**src/rtl/seq_wdt_pkg.sv**
```systemverilog
package seq_wdt_pkg;
  typedef enum logic {
    TRK_IDLE = 1'b0,
    TRK_HALF = 1'b1
  } trk_state_t;
endpackage

```
**src/rtl/seq_wdt_mcgen.sv**
```systemverilog
module seq_wdt_mcgen #(
  parameter int OSC_PER_MC = 12
) (
  input  logic clk,
  input  logic rst,
  input  logic clr,
  input  logic restart,
  output logic tick
);
  localparam int MC_W = (OSC_PER_MC > 1) ? $clog2(OSC_PER_MC) : 1;
  localparam logic [MC_W-1:0] LAST = MC_W'(OSC_PER_MC - 1);

  logic [MC_W-1:0] phase;

  always_ff @(posedge clk) begin
    if (clr || restart || phase == LAST) phase <= '0;
    else                                 phase <= phase + 1'b1;
  end

  assign tick = (phase == LAST);

  generate
    if (OSC_PER_MC > 1) begin : g_gap

      tick_gap_chk: assert property (@(posedge clk) disable iff (rst)
        tick |=> !tick);
    end
  endgenerate
endmodule

```
**src/rtl/seq_wdt_unlock.sv**
```systemverilog
module seq_wdt_unlock
  import seq_wdt_pkg::*;
#(
  parameter int          ADDR_W     = 8,
  parameter int          DATA_W     = 8,
  parameter logic [7:0]  KEY_ADDR   = 8'hA6,
  parameter logic [7:0]  KEY_FIRST  = 8'h1E,
  parameter logic [7:0]  KEY_SECOND = 8'hE1
) (
  input  logic              clk,
  input  logic              rst,
  input  logic              clr,
  input  logic              wr_en,
  input  logic [ADDR_W-1:0] wr_addr,
  input  logic [DATA_W-1:0] wr_data,
  output logic              kick
);
  trk_state_t trk;
  logic       key_hit;

  assign key_hit = wr_en && (wr_addr == ADDR_W'(KEY_ADDR));

  always_ff @(posedge clk) begin
    if (clr) begin
      trk  <= TRK_IDLE;
      kick <= 1'b0;
    end else begin
      kick <= 1'b0;
      if (key_hit) begin
        if (wr_data == DATA_W'(KEY_FIRST)) begin
          trk <= TRK_HALF;
        end else begin
          trk <= TRK_IDLE;
          if (trk == TRK_HALF && wr_data == DATA_W'(KEY_SECOND)) kick <= 1'b1;
        end
      end
    end
  end


  kick_src_chk: assert property (@(posedge clk) disable iff (rst)
    kick |-> $past(wr_en && wr_addr == ADDR_W'(KEY_ADDR) && wr_data == DATA_W'(KEY_SECOND)));
endmodule

```
**src/rtl/seq_wdt_timer.sv**
```systemverilog
module seq_wdt_timer #(
  parameter int CNT_W  = 14,
  parameter int PSEL_W = 3
) (
  input  logic              clk,
  input  logic              rst,
  input  logic              clr,
  input  logic              kick,
  input  logic              tick,
  input  logic [PSEL_W-1:0] sel,
  output logic              expire
);
  localparam int PRE_W = (1 << PSEL_W) - 1;

  logic             running;
  logic [CNT_W-1:0] cnt;
  logic [PRE_W-1:0] pre;
  logic [PRE_W-1:0] pre_mask;
  logic             at_max;

  always_comb pre_mask = PRE_W'((32'd1 << sel) - 32'd1);
  assign at_max = &cnt;

  always_ff @(posedge clk) begin
    if (clr) begin
      running <= 1'b0;
      cnt     <= '0;
      pre     <= '0;
    end else if (kick) begin
      running <= 1'b1;
      cnt     <= '0;
      pre     <= '0;
    end else if (running && tick && !at_max) begin
      if (pre == pre_mask) begin
        pre <= '0;
        cnt <= cnt + 1'b1;
      end else begin
        pre <= pre + 1'b1;
      end
    end
  end

  assign expire = running && at_max;


  run_hold_chk: assert property (@(posedge clk) disable iff (rst)
    $fell(running) |-> $past(clr));

  kick_clear_chk: assert property (@(posedge clk) disable iff (rst)
    (kick && !clr) |=> (cnt == '0));

  count_step_chk: assert property (@(posedge clk) disable iff (rst)
    (running && !kick && !clr && !tick) |=> $stable(cnt));
endmodule

```
**src/rtl/seq_wdt_pulse.sv**
```systemverilog
module seq_wdt_pulse #(
  parameter int PULSE_LEN = 96
) (
  input  logic clk,
  input  logic rst,
  input  logic clr,
  input  logic expire,
  output logic pulse_o,
  output logic done
);
  localparam int LEN_W = (PULSE_LEN > 1) ? $clog2(PULSE_LEN) : 1;
  localparam logic [LEN_W-1:0] LAST = LEN_W'(PULSE_LEN - 1);

  logic [LEN_W-1:0] len;

  always_ff @(posedge clk) begin
    if (rst) done <= 1'b0;
    else     done <= pulse_o && (len == LAST);
  end

  always_ff @(posedge clk) begin
    if (clr) begin
      pulse_o <= 1'b0;
      len     <= '0;
    end else if (!pulse_o) begin
      pulse_o <= expire;
      len     <= '0;
    end else if (len == LAST) begin
      pulse_o <= 1'b0;
    end else begin
      len <= len + 1'b1;
    end
  end


  pulse_src_chk: assert property (@(posedge clk) disable iff (rst)
    $rose(pulse_o) |-> $past(expire));

  pulse_hold_chk: assert property (@(posedge clk) disable iff (rst)
    $rose(pulse_o) |=> pulse_o);
endmodule

```
**src/rtl/seq_wdt.sv**
```systemverilog
module seq_wdt #(
  parameter int         OSC_PER_MC = 12,
  parameter int         CNT_W      = 14,
  parameter int         PSEL_W     = 3,
  parameter int         PULSE_LEN  = 96,
  parameter int         ADDR_W     = 8,
  parameter int         DATA_W     = 8,
  parameter logic [7:0] KEY_ADDR   = 8'hA6,
  parameter logic [7:0] CFG_ADDR   = 8'hA7,
  parameter logic [7:0] KEY_FIRST  = 8'h1E,
  parameter logic [7:0] KEY_SECOND = 8'hE1
) (
  input  logic              clk,
  input  logic              rst,
  input  logic              wr_en,
  input  logic [ADDR_W-1:0] wr_addr,
  input  logic [DATA_W-1:0] wr_data,
  output logic              wdt_rst_o
);
  logic              clr;
  logic              done;
  logic              kick;
  logic              tick;
  logic              expire;
  logic [PSEL_W-1:0] sel;

  assign clr = rst | done;

  always_ff @(posedge clk) begin
    if (clr)                                         sel <= '0;
    else if (wr_en && wr_addr == ADDR_W'(CFG_ADDR))  sel <= wr_data[PSEL_W-1:0];
  end

  seq_wdt_unlock #(
    .ADDR_W(ADDR_W), .DATA_W(DATA_W), .KEY_ADDR(KEY_ADDR),
    .KEY_FIRST(KEY_FIRST), .KEY_SECOND(KEY_SECOND)
  ) u_unlock (
    .clk(clk), .rst(rst), .clr(clr), .wr_en(wr_en),
    .wr_addr(wr_addr), .wr_data(wr_data), .kick(kick)
  );

  seq_wdt_mcgen #(.OSC_PER_MC(OSC_PER_MC)) u_mcgen (
    .clk(clk), .rst(rst), .clr(clr), .restart(kick), .tick(tick)
  );

  seq_wdt_timer #(.CNT_W(CNT_W), .PSEL_W(PSEL_W)) u_timer (
    .clk(clk), .rst(rst), .clr(clr), .kick(kick), .tick(tick),
    .sel(sel), .expire(expire)
  );

  seq_wdt_pulse #(.PULSE_LEN(PULSE_LEN)) u_pulse (
    .clk(clk), .rst(rst), .clr(clr), .expire(expire),
    .pulse_o(wdt_rst_o), .done(done)
  );


  sel_cfg_chk: assert property (@(posedge clk) disable iff (clr)
    (wr_en && wr_addr == ADDR_W'(CFG_ADDR)) |=> (sel == $past(wr_data[PSEL_W-1:0])));

  idle_out_chk: assert property (@(posedge clk)
    $past(rst) |-> !wdt_rst_o);
endmodule

```
**config.mk**
```make
export PLATFORM = sky130hd
export DESIGN_NAME = seq_wdt
export DESIGN_NICKNAME = d
export VERILOG_FILES = /design/src/rtl/seq_wdt_pkg.sv /design/src/rtl/seq_wdt_mcgen.sv /design/src/rtl/seq_wdt_unlock.sv /design/src/rtl/seq_wdt_timer.sv /design/src/rtl/seq_wdt_pulse.sv /design/src/rtl/seq_wdt.sv
export SDC_FILE = /design/constraint.sdc
export NUM_CORES = 1
export LEC_CHECK = 0
export BUFFER_PORTS_ARGS = -buffer_cell sky130_fd_sc_hd__buf_2
export CAP_MARGIN = 20
export CORE_MARGIN = 3
export CORE_UTILIZATION = 27
export CTS_CLUSTER_SIZE = 10
export DETAILED_ROUTE_END_ITERATION = 8
export PLACE_DENSITY_LB_ADDON = 0.25
export SKIP_LAST_GASP = 1
export SLEW_MARGIN = 20
export SYNTH_ARGS = -nofsm -noshare
export SYNTH_HDL_FRONTEND = slang
export SYNTH_HIERARCHICAL = 1
export SYNTH_SLANG_ARGS = --single-unit
```
**constraint.sdc**
```tcl
create_clock -name clk -period 2.5 [get_ports clk]
set_input_delay 0.5 -clock clk [delete_from_list [all_inputs] [get_ports clk]]
set_output_delay 0.5 -clock clk [all_outputs]
set_load 0.02 [all_outputs]
```
==> results of run 1 <==
[final cells by class]
type | count | area [um2]
fill | 849 | 5330
clock buffer | 8 | 90.1
multi-input combinational | 192 | 1260
tap | 102 | 128
inverter | 9 | 33.8
timing repair buffer | 23 | 125
sequential | 40 | 801
[stage by stage]
step                      util [%]  area [um2]
after floorplan                  -        2160
after global placement        30.2        2350
after detailed placement      30.2        2350
after CTS                     31.4        2440
after global routing          31.4        2440
final                         31.4        2440
[logic make-up (layout without fill, tap and decap cells)]
family / after synthesis / in the layout / share of synthesized area, %
XOR/XNOR: 4 / 4 / 1.62
adder cells (fa/ha/maj): 4 / 4 / 2.31
AND/OR/NAND/NOR: 113 / 113 / 32.8
AO/OA/AOI/OAI: 69 / 69 / 20.5
buffers and inverters: 22 / 40 / 4.80
multiplexers: 2 / 2 / 0.925
flip-flops: 40 / 40 / 37.0
[cells in the final DEF (no fill, tap or decap), drive strengths merged, types with 3 or more instances in the layout]
cell type,synthesis,final
nand4,9,9
nand3,15,15
nand4b,3,3
clkbuf,5,8
or4,10,10
nor3,4,4
o21ai,7,7
nor2,15,15
nand2b,4,4
inv,9,9
dfxtp,40,40
and4,4,4
o31ai,12,12
or3,4,4
a31o,3,3
nor4,4,4
ha,4,4
or4b,3,3
nand2,18,18
nor3b,5,5
buf,8,23
a211oi,4,4
a31oi,6,6
a21oi,25,25
[per-layer routing]
metal	global-route usage (%)	part of all wire, %
met4	4.38	1.4
met2	16.4	44
met1	13.8	50
met3	3.00	4.1
met5	0	0
[registers in the layout (all words and copies together) (netlist names)]
| signal | cells |
|---|---|
| u_timer/cnt | 14 |
| u_pulse/done | 1 |
| u_unlock/trk | 1 |
| u_mcgen/phase | 4 |
| u_timer/running | 1 |
| sel | 3 |
| u_pulse/pulse_o | 1 |
| u_pulse/len | 7 |
| u_unlock/kick | 1 |
| u_timer/pre | 7 |
[critical path, stage by stage (launching register included)]
cell	delay (ps)
sky130_fd_sc_hd__dfxtp_1	390
sky130_fd_sc_hd__nor4_2	290
sky130_fd_sc_hd__a31oi_1	70
sky130_fd_sc_hd__a2bb2oi_1	180
sky130_fd_sc_hd__or3_4	560
sky130_fd_sc_hd__or4_1	510
sky130_fd_sc_hd__a21oi_1	150
[worst min path at each step]
stage / startpoint / cells after the start / end / slack [ps]
after CTS: rst / 2 / u_pulse/done / 380
after floorplan: u_mcgen/phase[0] / 1 / u_mcgen/phase[0] / 430
after detailed placement: u_mcgen/phase[0] / 1 / u_mcgen/phase[0] / 450
after global routing: rst / 2 / u_pulse/done / 370
final: rst / 2 / u_pulse/done / 390
after global placement: u_mcgen/phase[0] / 1 / u_mcgen/phase[0] / 450
[power by group]
part | internal, W | switching (W)
clock | 0.000225 | 0.000214
combinational | 0.0000256 | 0.0000268
sequential | 0.000641 | 0.00000309
total | 0.000892 | 0.000244
==> flow_summary.ini, run 1 <==
[timing]
timing.fmax_mhz = 451
timing.setup.tns_ps = 0
skew_ps = 2.15
fin_ws_ps = 283
max_slew.worst_pin.slew_ps = 445
fin_crit_ps = 2220
fin_crit_sh_pct = 88.7
timing.final.max_slew_violations = 0
final_hold_violation_count = 0
grt_setup_unrepaired = no
finalSetupViolCount = 0
slew_headroom_pct = 70.1
whs_ps = 389

[synthesis]
syn_avg_cell_area_um2 = 8.52
synth_seq_area_share_pct = 37.0
synthDominantCellAreaShare_pct = 37.0
yosys.area.top_type = sky130_fd_sc_hd__dfxtp_1
synth_enable_flop_cells = 0
cell_area_after_synthesis_um2 = 2160
synthCells = 254
ys_seq_elements = 40
syn-num-nets = 277
ys_warn_count = 6
ys_top_cells_by_area = sky130_fd_sc_hd__dfxtp_1 37%, sky130_fd_sc_hd__a21oi_1 5.8%, sky130_fd_sc_hd__o31ai_1 4.2%
synth.cells.most_frequent = 40 x sky130_fd_sc_hd__dfxtp_1, 25 x sky130_fd_sc_hd__a21oi_1, 18 x sky130_fd_sc_hd__nand2_1
ys_dominant_reg_cell = sky130_fd_sc_hd__dfxtp_1
share_of_synthesized_flip_flops_with_an_asynchronous_set_or_reset_pct = 0
synth_cell_types = 57
synth_most_common_cell = sky130_fd_sc_hd__dfxtp_1

[detailed_routing]
routed-via-count = 1917
dr.pass1.iters = 4
route.antenna.remaining_nets = 0
first_iter_violations = 62
detail_route.drc_violations = 0
post_drt_wl_per_cell_um = 11.9
vias_per_cell = 5.13
finalWirelength_um = 4440

[clock_network]
ctsHtreeMaxLevel = 2
clk_pin_slew_ps = 70
clock_tree.root_cell = sky130_fd_sc_hd__clkbuf_8
clk_path_buf_depth = 2
cts_inserted_buffers = 5
clkLatencyLatePin_ps = 280
postCtsSetupRepairBufs = 0
cts.repair.resized = 0
sink_count = 40
cts_hold_buf = 0
clock_tree_from_tritoncts = done

[global_route]
gr-usage-all-layers_pct = 10.6
first_global_vias = 1743
grt_start_max_net_pins = 30
antenna_found_initial = 0
grt_pass1_wl_um = 7740
grt_overflow_total = 0

[floorplan]
die-area_um2 = 9120
dieWidth_um = 95.5
placeableCoreArea_um2 = 7770
floorplan.initialDensity_pct = 27.9
floorplan.rows = 32
die_height_um = 95.5
i_o_pins = 20

[placed_design]
place.detailed.hpwl_um = 3220
placed_cell_count = 366
gp_congestion = 0.747
setup_slack_placement_ps = 326
buffer_ports.inserted = 19

[critical_path]
timing_worst_setup_path_type = flop to flop
depth_of_the_worst_register_to_register_path = 6
timing.critical_path.to = u_timer/cnt[4]
regToRegEndpoint = u_timer/cnt[4]
critical_path_required_ps = 2720
worstSetupStartpoint = u_timer/pre[0]
path_max_fanout = 29
critPathCaptureType = flop
worst_reg2reg_setup_slack_ps = 280
worstSetupStartpointType = flop
worstReg2RegStart = u_timer/pre[0]
cp.arrival_ps = 2440

[pwr]
power_density_nw_per_um2 = 466
vdd.ir_drop.worst_uv = 171
p_leak_nw = 0.772
power.total_w = 0.00114

[final_layout]
antenna_diodes = 0
stdcell_count = 374
synthToLayoutAreaGrowth_pct = 12.6
post_route_cells_drive_above_1_share_pct = 15.8
number_of_nets_in_the_final_layout = 294

[status]
status = completed

[min_path]
hp-class = input port to flop

[run]
max_cap_viol_count = 0
No activity file was read; power rests on OpenSTA's default activity.
==> inputs of run 2 (changes only) <==
--- a/config.mk
+++ b/config.mk
@@ -7,6 +7,7 @@
 export LEC_CHECK = 0
 export BUFFER_PORTS_ARGS = -buffer_cell sky130_fd_sc_hd__buf_2
 export CAP_MARGIN = 20
+export CORE_ASPECT_RATIO = 0.75
 export CORE_MARGIN = 3
 export CORE_UTILIZATION = 27
 export CTS_CLUSTER_SIZE = 10
==> run 2 against run 1 <==
Compared with the run above:
- flip-flop and latch count unchanged
- count of clock-buffer cells in the layout down 3
- die area up 0.13%
- non-clock buffer count down 2
- sequential share of layout area down 0.067 points
- power up 8.3%
- critical path type unchanged
==> flow_summary.ini, run 2 (same netlist as run 1, synthesis figures left out) <==
[floorplan]
die_height_um = 83.5
placeableCoreArea_um2 = 7570
dieWidth_um = 109
floorplan.rows = 27
floorplan.initialDensity_pct = 28.6
die-area_um2 = 9130
i_o_pins = 20

[final_layout]
synthToLayoutAreaGrowth_pct = 12.8
final_cell_mix = 40 x sky130_fd_sc_hd__dfxtp_1, 25 x sky130_fd_sc_hd__a21oi_1, 19 x sky130_fd_sc_hd__buf_2, 18 x sky130_fd_sc_hd__nand2_1, 15 x sky130_fd_sc_hd__nor2_1
antenna_diodes = 0
post-route-util_pct = 32.3
layout_commonest_cell = sky130_fd_sc_hd__dfxtp_1
num-fill-cells = 794
flip_flop_count_of_the_largest_register_all_copies_and_words_added = 14
reg_top3 = u_timer/cnt x14, u_pulse/len x7, u_timer/pre x7
post-route-cell-area_um2 = 2440
regMostFlops = u_timer/cnt
post_route_cells_drive_above_1_share_pct = 15.9
stdcell_count = 371
number_of_nets_in_the_final_layout = 292

[global_route]
gr-usage-all-layers_pct = 10.8
grt_start_max_net_pins = 30
grt-busiest-layer = met2
grt_overflow_total = 0
grtUsageMet1_pct = 15.1
gr-usage-met2_pct = 16.1
antenna_found_initial = 0
fraction_of_met3_tracks_used_by_global_routing_pct = 2.55
first_global_vias = 1785
grt_pass1_wl_um = 8210

[timing]
slew_headroom_pct = 68.0
timing.final.max_slew_violations = 0
timing.setup.tns_ps = 0
fin_crit_sh_pct = 89.8
grt_setup_unrepaired = no
finalSetupViolCount = 0
max_slew.worst_pin.slew_ps = 479
skew_ps = 6.65
final_hold_violation_count = 0
fin_crit_ps = 2240
timing.fmax_mhz = 445

[min_path]
hp-class = input port to flop

[status]
status = completed

[clock_network]
cts.repair.resized = 0
cts_inserted_buffers = 5
clkLatencyLatePin_ps = 290
postCtsSetupRepairBufs = 0
clk_pin_slew_ps = 80
cts_hold_buf = 0
clock_tree.root_cell = sky130_fd_sc_hd__clkbuf_8
ctsHtreeMaxLevel = 2
clk_path_buf_depth = 2
clock_tree_from_tritoncts = done
sink_count = 40

[detailed_routing]
route.antenna.remaining_nets = 0
routed-via-count = 1893
vias_per_cell = 5.10
first_iter_violations = 43
dr.pass1.iters = 4
post_drt_wl_per_cell_um = 12.3
finalWirelength_um = 4580
detail_route.drc_violations = 0

[critical_path]
critical_path_required_ps = 2720
worstSetupStartpointType = flop
path_max_fanout = 29
timing_worst_setup_path_type = flop to flop
critPathCaptureType = flop
cp.arrival_ps = 2470

[pwr]
p_leak_nw = 0.771
power.total_w = 0.00123
power_density_nw_per_um2 = 504
vdd.ir_drop.worst_uv = 290

[run]
max_cap_viol_count = 0

[placed_design]
placed_cell_count = 363
place.detailed.hpwl_um = 3200
gp_congestion = 0.764
buffer_ports.inserted = 19
dpl-instance-area_um2 = 2330
[run 2: cell count changes in the layout (fill, tap and decap cells not counted)]
cell                         previous run  this run
sky130_fd_sc_hd__buf_4                  4         2
sky130_fd_sc_hd__bufinv_16              0         1
sky130_fd_sc_hd__clkinv_2               0         1
sky130_fd_sc_hd__clkbuf_1               2         0
sky130_fd_sc_hd__clkbuf_8               6         5
sky130_fd_sc_hd__clkinvlp_4             0         1
[run 2: layout make-up]
cell class | instances | area [um2] | share of cell area [%]
repair buffers | 21 | 110 | 4.51
well taps | 101 | 126 | 5.18
multi-input cells | 192 | 1260 | 51.6
inverters | 9 | 33.8 | 1.38
clock inverters | 3 | 42.5 | 1.74
flip-flops and latches | 40 | 801 | 32.8
clock buffers | 5 | 68.8 | 2.82
[run 2: metal layers]
metal | part of all wire, % | vias to the layer above
li1 | - | 999
met1 | 54 | 862
met2 | 42 | 30
met3 | 3.2 | 2
met4 | 0.92 | 0
met5 | 0 | -
[run 2: metrics by stage]
stage | hold slack (ps) | setup slack [ps]
6_report | 371 | 255
5_1_grt | 359 | 41.5
4_1_cts | 355 | 251
3_5_place_dp | 461 | 275
3_3_place_gp | 447 | 334
2_1_floorplan | 426 | 436
[run 2: path summary, 6_finish.rpt]
path,from,end,slack [ps],depth (start not counted)
worst max-delay path,u_timer/pre[0],u_timer/cnt[9],260,6
worst min-delay path,rst,u_pulse/done,370,2
worst max register to register,u_timer/pre[0],u_timer/cnt[9],260,6
worst min register to register,u_mcgen/phase[0],u_mcgen/phase[0],460,1
[run 2: power breakdown]
part           internal [W]  switching, W  leakage, nW  total (W)
Clock              0.000296      0.000241       0.0541   0.000537
Sequential         0.000641    0.00000318        0.323   0.000644
Combinational     0.0000236     0.0000261        0.394  0.0000497
[run 2: critical path, stage by stage (launching register included)]
cell	delay, ps
sky130_fd_sc_hd__dfxtp_1	390
sky130_fd_sc_hd__nor4_2	300
sky130_fd_sc_hd__a31oi_1	70
sky130_fd_sc_hd__a2bb2oi_1	190
sky130_fd_sc_hd__or3_4	560
sky130_fd_sc_hd__or4_1	500
sky130_fd_sc_hd__a21oi_1	160
==> inputs of run 3 (changes only) <==
--- a/config.mk
+++ b/config.mk
@@ -17,5 +17,4 @@
 export SLEW_MARGIN = 20
 export SYNTH_ARGS = -nofsm -noshare
 export SYNTH_HDL_FRONTEND = slang
-export SYNTH_HIERARCHICAL = 1
 export SYNTH_SLANG_ARGS = --single-unit
==> run 3 against run 2 <==
Compared with the run above:
- flip-flop and latch count unchanged
- synthesized cell count fell by 0.79%
- count of clock-buffer cells in the layout is 1 higher
- routed wire length decreased by 9.0%
- first-iteration DRC count grew 79%
- non-clock buffer count up 4
- maximum frequency is essentially flat
- largest power group unchanged
==> flow_summary.ini, run 3 <==
[final_layout]
post_route_cells_drive_above_1_share_pct = 16.8
post-route-cell-area_um2 = 2330
number_of_nets_in_the_final_layout = 296
stdcell_count = 371
antenna_diodes = 0
reg_top3 = u_timer.cnt x14, u_pulse.len x7, u_timer.pre x7
num-fill-cells = 748
final_cell_mix = 40 x sky130_fd_sc_hd__dfxtp_1, 39 x sky130_fd_sc_hd__nor2_1, 30 x sky130_fd_sc_hd__nand2_1, 19 x sky130_fd_sc_hd__buf_2, 17 x sky130_fd_sc_hd__a21oi_1
flip_flop_count_of_the_largest_register_all_copies_and_words_added = 14
regMostFlops = u_timer.cnt
synthToLayoutAreaGrowth_pct = 14.2
layout_commonest_cell = sky130_fd_sc_hd__dfxtp_1

[clock_network]
cts.repair.resized = 0
ctsHtreeMaxLevel = 2
clk_path_buf_depth = 2
clk_pin_slew_ps = 70
cts_inserted_buffers = 5
postCtsSetupRepairBufs = 0
cts_hold_buf = 0
sink_count = 40
clock_tree_from_tritoncts = done
clock_tree.root_cell = sky130_fd_sc_hd__clkbuf_8
clkLatencyLatePin_ps = 290

[floorplan]
floorplan.rows = 26
die-area_um2 = 8660
die_height_um = 81.3
placeableCoreArea_um2 = 7060
dieWidth_um = 106
i_o_pins = 20
floorplan.initialDensity_pct = 28.9

[synthesis]
ys_dominant_reg_cell = sky130_fd_sc_hd__dfxtp_1
synthCells = 252
synth_cell_types = 43
synth_xor_xnor_area_share_pct = 3.86
yosys.area.top_type = sky130_fd_sc_hd__dfxtp_1
synthDominantCellAreaShare_pct = 39.2
ys_warn_count = 0
cell_area_after_synthesis_um2 = 2040
synth_enable_flop_cells = 0
multiplexer_share_of_the_synthesized_area_pct = 3.92
syn_avg_cell_area_um2 = 8.11
share_of_synthesized_flip_flops_with_an_asynchronous_set_or_reset_pct = 0
synth-adder-area-share_pct = 2.45
synth.cells.most_frequent = 40 x sky130_fd_sc_hd__dfxtp_1, 39 x sky130_fd_sc_hd__nor2_1, 30 x sky130_fd_sc_hd__nand2_1
synth_most_common_cell = sky130_fd_sc_hd__dfxtp_1
dominant_combinational_cell_family_by_area_after_synthesis = simple AND/OR/NAND/NOR gates
ys_seq_elements = 40
synth-simple-area-share_pct = 34.8
ys_top_cells_by_area = sky130_fd_sc_hd__dfxtp_1 39%, sky130_fd_sc_hd__nor2_1 7.2%, sky130_fd_sc_hd__nand2_1 5.5%
syn-num-nets = 275
synth_seq_area_share_pct = 39.2
synth_compound_gate_area_share_pct = 12.8

[detailed_routing]
first_iter_violations = 77
route.antenna.remaining_nets = 0
post_drt_wl_per_cell_um = 11.2
finalWirelength_um = 4160
detail_route.drc_violations = 0
dr.pass1.iters = 4
routed-via-count = 1752
vias_per_cell = 4.72

[timing]
slew_headroom_pct = 60.7
skew_ps = 9.99
timing.setup.tns_ps = 0
final_hold_violation_count = 0
fin_crit_sh_pct = 89.8
timing.final.max_slew_violations = 0
timing.fmax_mhz = 446
fin_crit_ps = 2240
finalSetupViolCount = 0
max_slew.worst_pin.slew_ps = 590
grt_setup_unrepaired = no

[critical_path]
crit_path_max_incr_delay_ps = 570
crit_top_cell = sky130_fd_sc_hd__a21oi_2
slowest_stage = sky130_fd_sc_hd__or4_4
critPathCaptureType = flop
path_max_fanout = 10
critical_path_cell_count = 6
depth_of_the_worst_register_to_register_path = 6
cp.arrival_ps = 2460
worst_reg2reg_setup_slack_ps = 260
path_buf_inv = 0
crit_path_leading_delay_family = simple AND/OR/NAND/NOR gates
timing.critical_path.cells = or4_4 -> a21oi_2 -> a21oi_2 -> nor4_4 -> or3b_1 -> a21oi_1
critical_path_required_ps = 2720
worstSetupStartpointType = flop
timing_worst_setup_path_type = flop to flop

[min_path]
cell_depth_of_the_worst_min_delay_path = 2
hp-class = input port to flop

[placed_design]
buffer_ports.inserted = 19
gp_congestion = 0.749
placed_cell_count = 364
dpl-instance-area_um2 = 2260
place.detailed.hpwl_um = 2990

[pwr]
power_frac_clock_pct = 36.8
p_seq_share_pct = 58.7
p_sw_w = 0.000243
switching_portion_of_total_power_pct = 22.1
cellInternalPower_w = 0.000854
p_leak_nw = 0.867
vdd.ir_drop.worst_uv = 200
power.total_w = 0.00110
combPwrFrac_pct = 4.5
power_density_nw_per_um2 = 470

[run]
max_cap_viol_count = 0

[global_route]
grt_start_max_net_pins = 18
first_global_vias = 1625
antenna_found_initial = 0
grt_pass1_wl_um = 7420
grt_overflow_total = 0
gr-usage-all-layers_pct = 10.4

[status]
status = completed
-- run 3: kinds of logic (layout without fill, tap and decap cells) --
logic type	Yosys count	in the layout
multiplexers	8	8
flip-flops	40	40
AND/OR/NAND/NOR	136	136
adder cells (fa/ha/maj)	4	4
buffers and inverters	14	35
XOR/XNOR	9	9
AO/OA/AOI/OAI	41	41
-- run 3: layout make-up --
| class | count | area [um2] | share of cell area (%) |
|---|---|---|---|
| multi-input cells | 198 | 1180 | 50.6 |
| clock inverters | 1 | 5.00 | 0.214 |
| clock buffers | 6 | 72.6 | 3.11 |
| inverters | 3 | 11.3 | 0.483 |
| well taps | 98 | 123 | 5.25 |
| repair buffers | 25 | 140 | 6.01 |
| flip-flops and latches | 40 | 801 | 34.3 |
-- run 3: metal layers --
| layer | share of wire (%) | routed length (um) | GRT usage (%) | vias up |
|---|---|---|---|---|
| met5 | 0 | 0 | 0 | - |
| li1 | - | - | - | 934 |
| met4 | 0.74 | 31 | 2.68 | 0 |
| met3 | 4.5 | 186 | 2.94 | 5 |
| met2 | 38 | 1590 | 14.8 | 32 |
| met1 | 56 | 2350 | 15.4 | 781 |
-- run 3: final timing paths --
kind | startpoint | to
setup / recovery | sel[1] | u_timer.cnt[13]
hold / removal | rst | u_pulse.done
setup reg to reg | sel[1] | u_timer.cnt[13]
hold reg to reg | u_mcgen.phase[0] | u_mcgen.phase[0]
-- run 3: worst reg2reg max path: cells and delay by family (launching register included) --
kind | cells | cell delay [ps]
AND/OR/NAND/NOR | 3 | 1390
AO/OA/AOI/OAI | 3 | 390
flip-flops | 1 | 400
-- run 3: stage by stage --
stage	util, %	worst slack [ps]	hold WS (ps)
5_1_grt	33.1	153	405
2_1_floorplan	-	377	417
4_1_cts	33.1	265	403
3_5_place_dp	32.0	279	434
3_3_place_gp	32.0	316	431
6_report	33.1	256	409
-- run 3: power by group through the flow --
stage	Sequential [W]	Combinational, W	Clock, W
final	0.000644	0.0000499	0.000403
after global routing	0.000644	0.0000573	0.000446
after CTS	0.000644	0.0000508	0.000424
after detailed placement	0.000659	0.0000506	0
after global placement	0.000659	0.0000504	0
after floorplan	0.000658	0.0000269	0
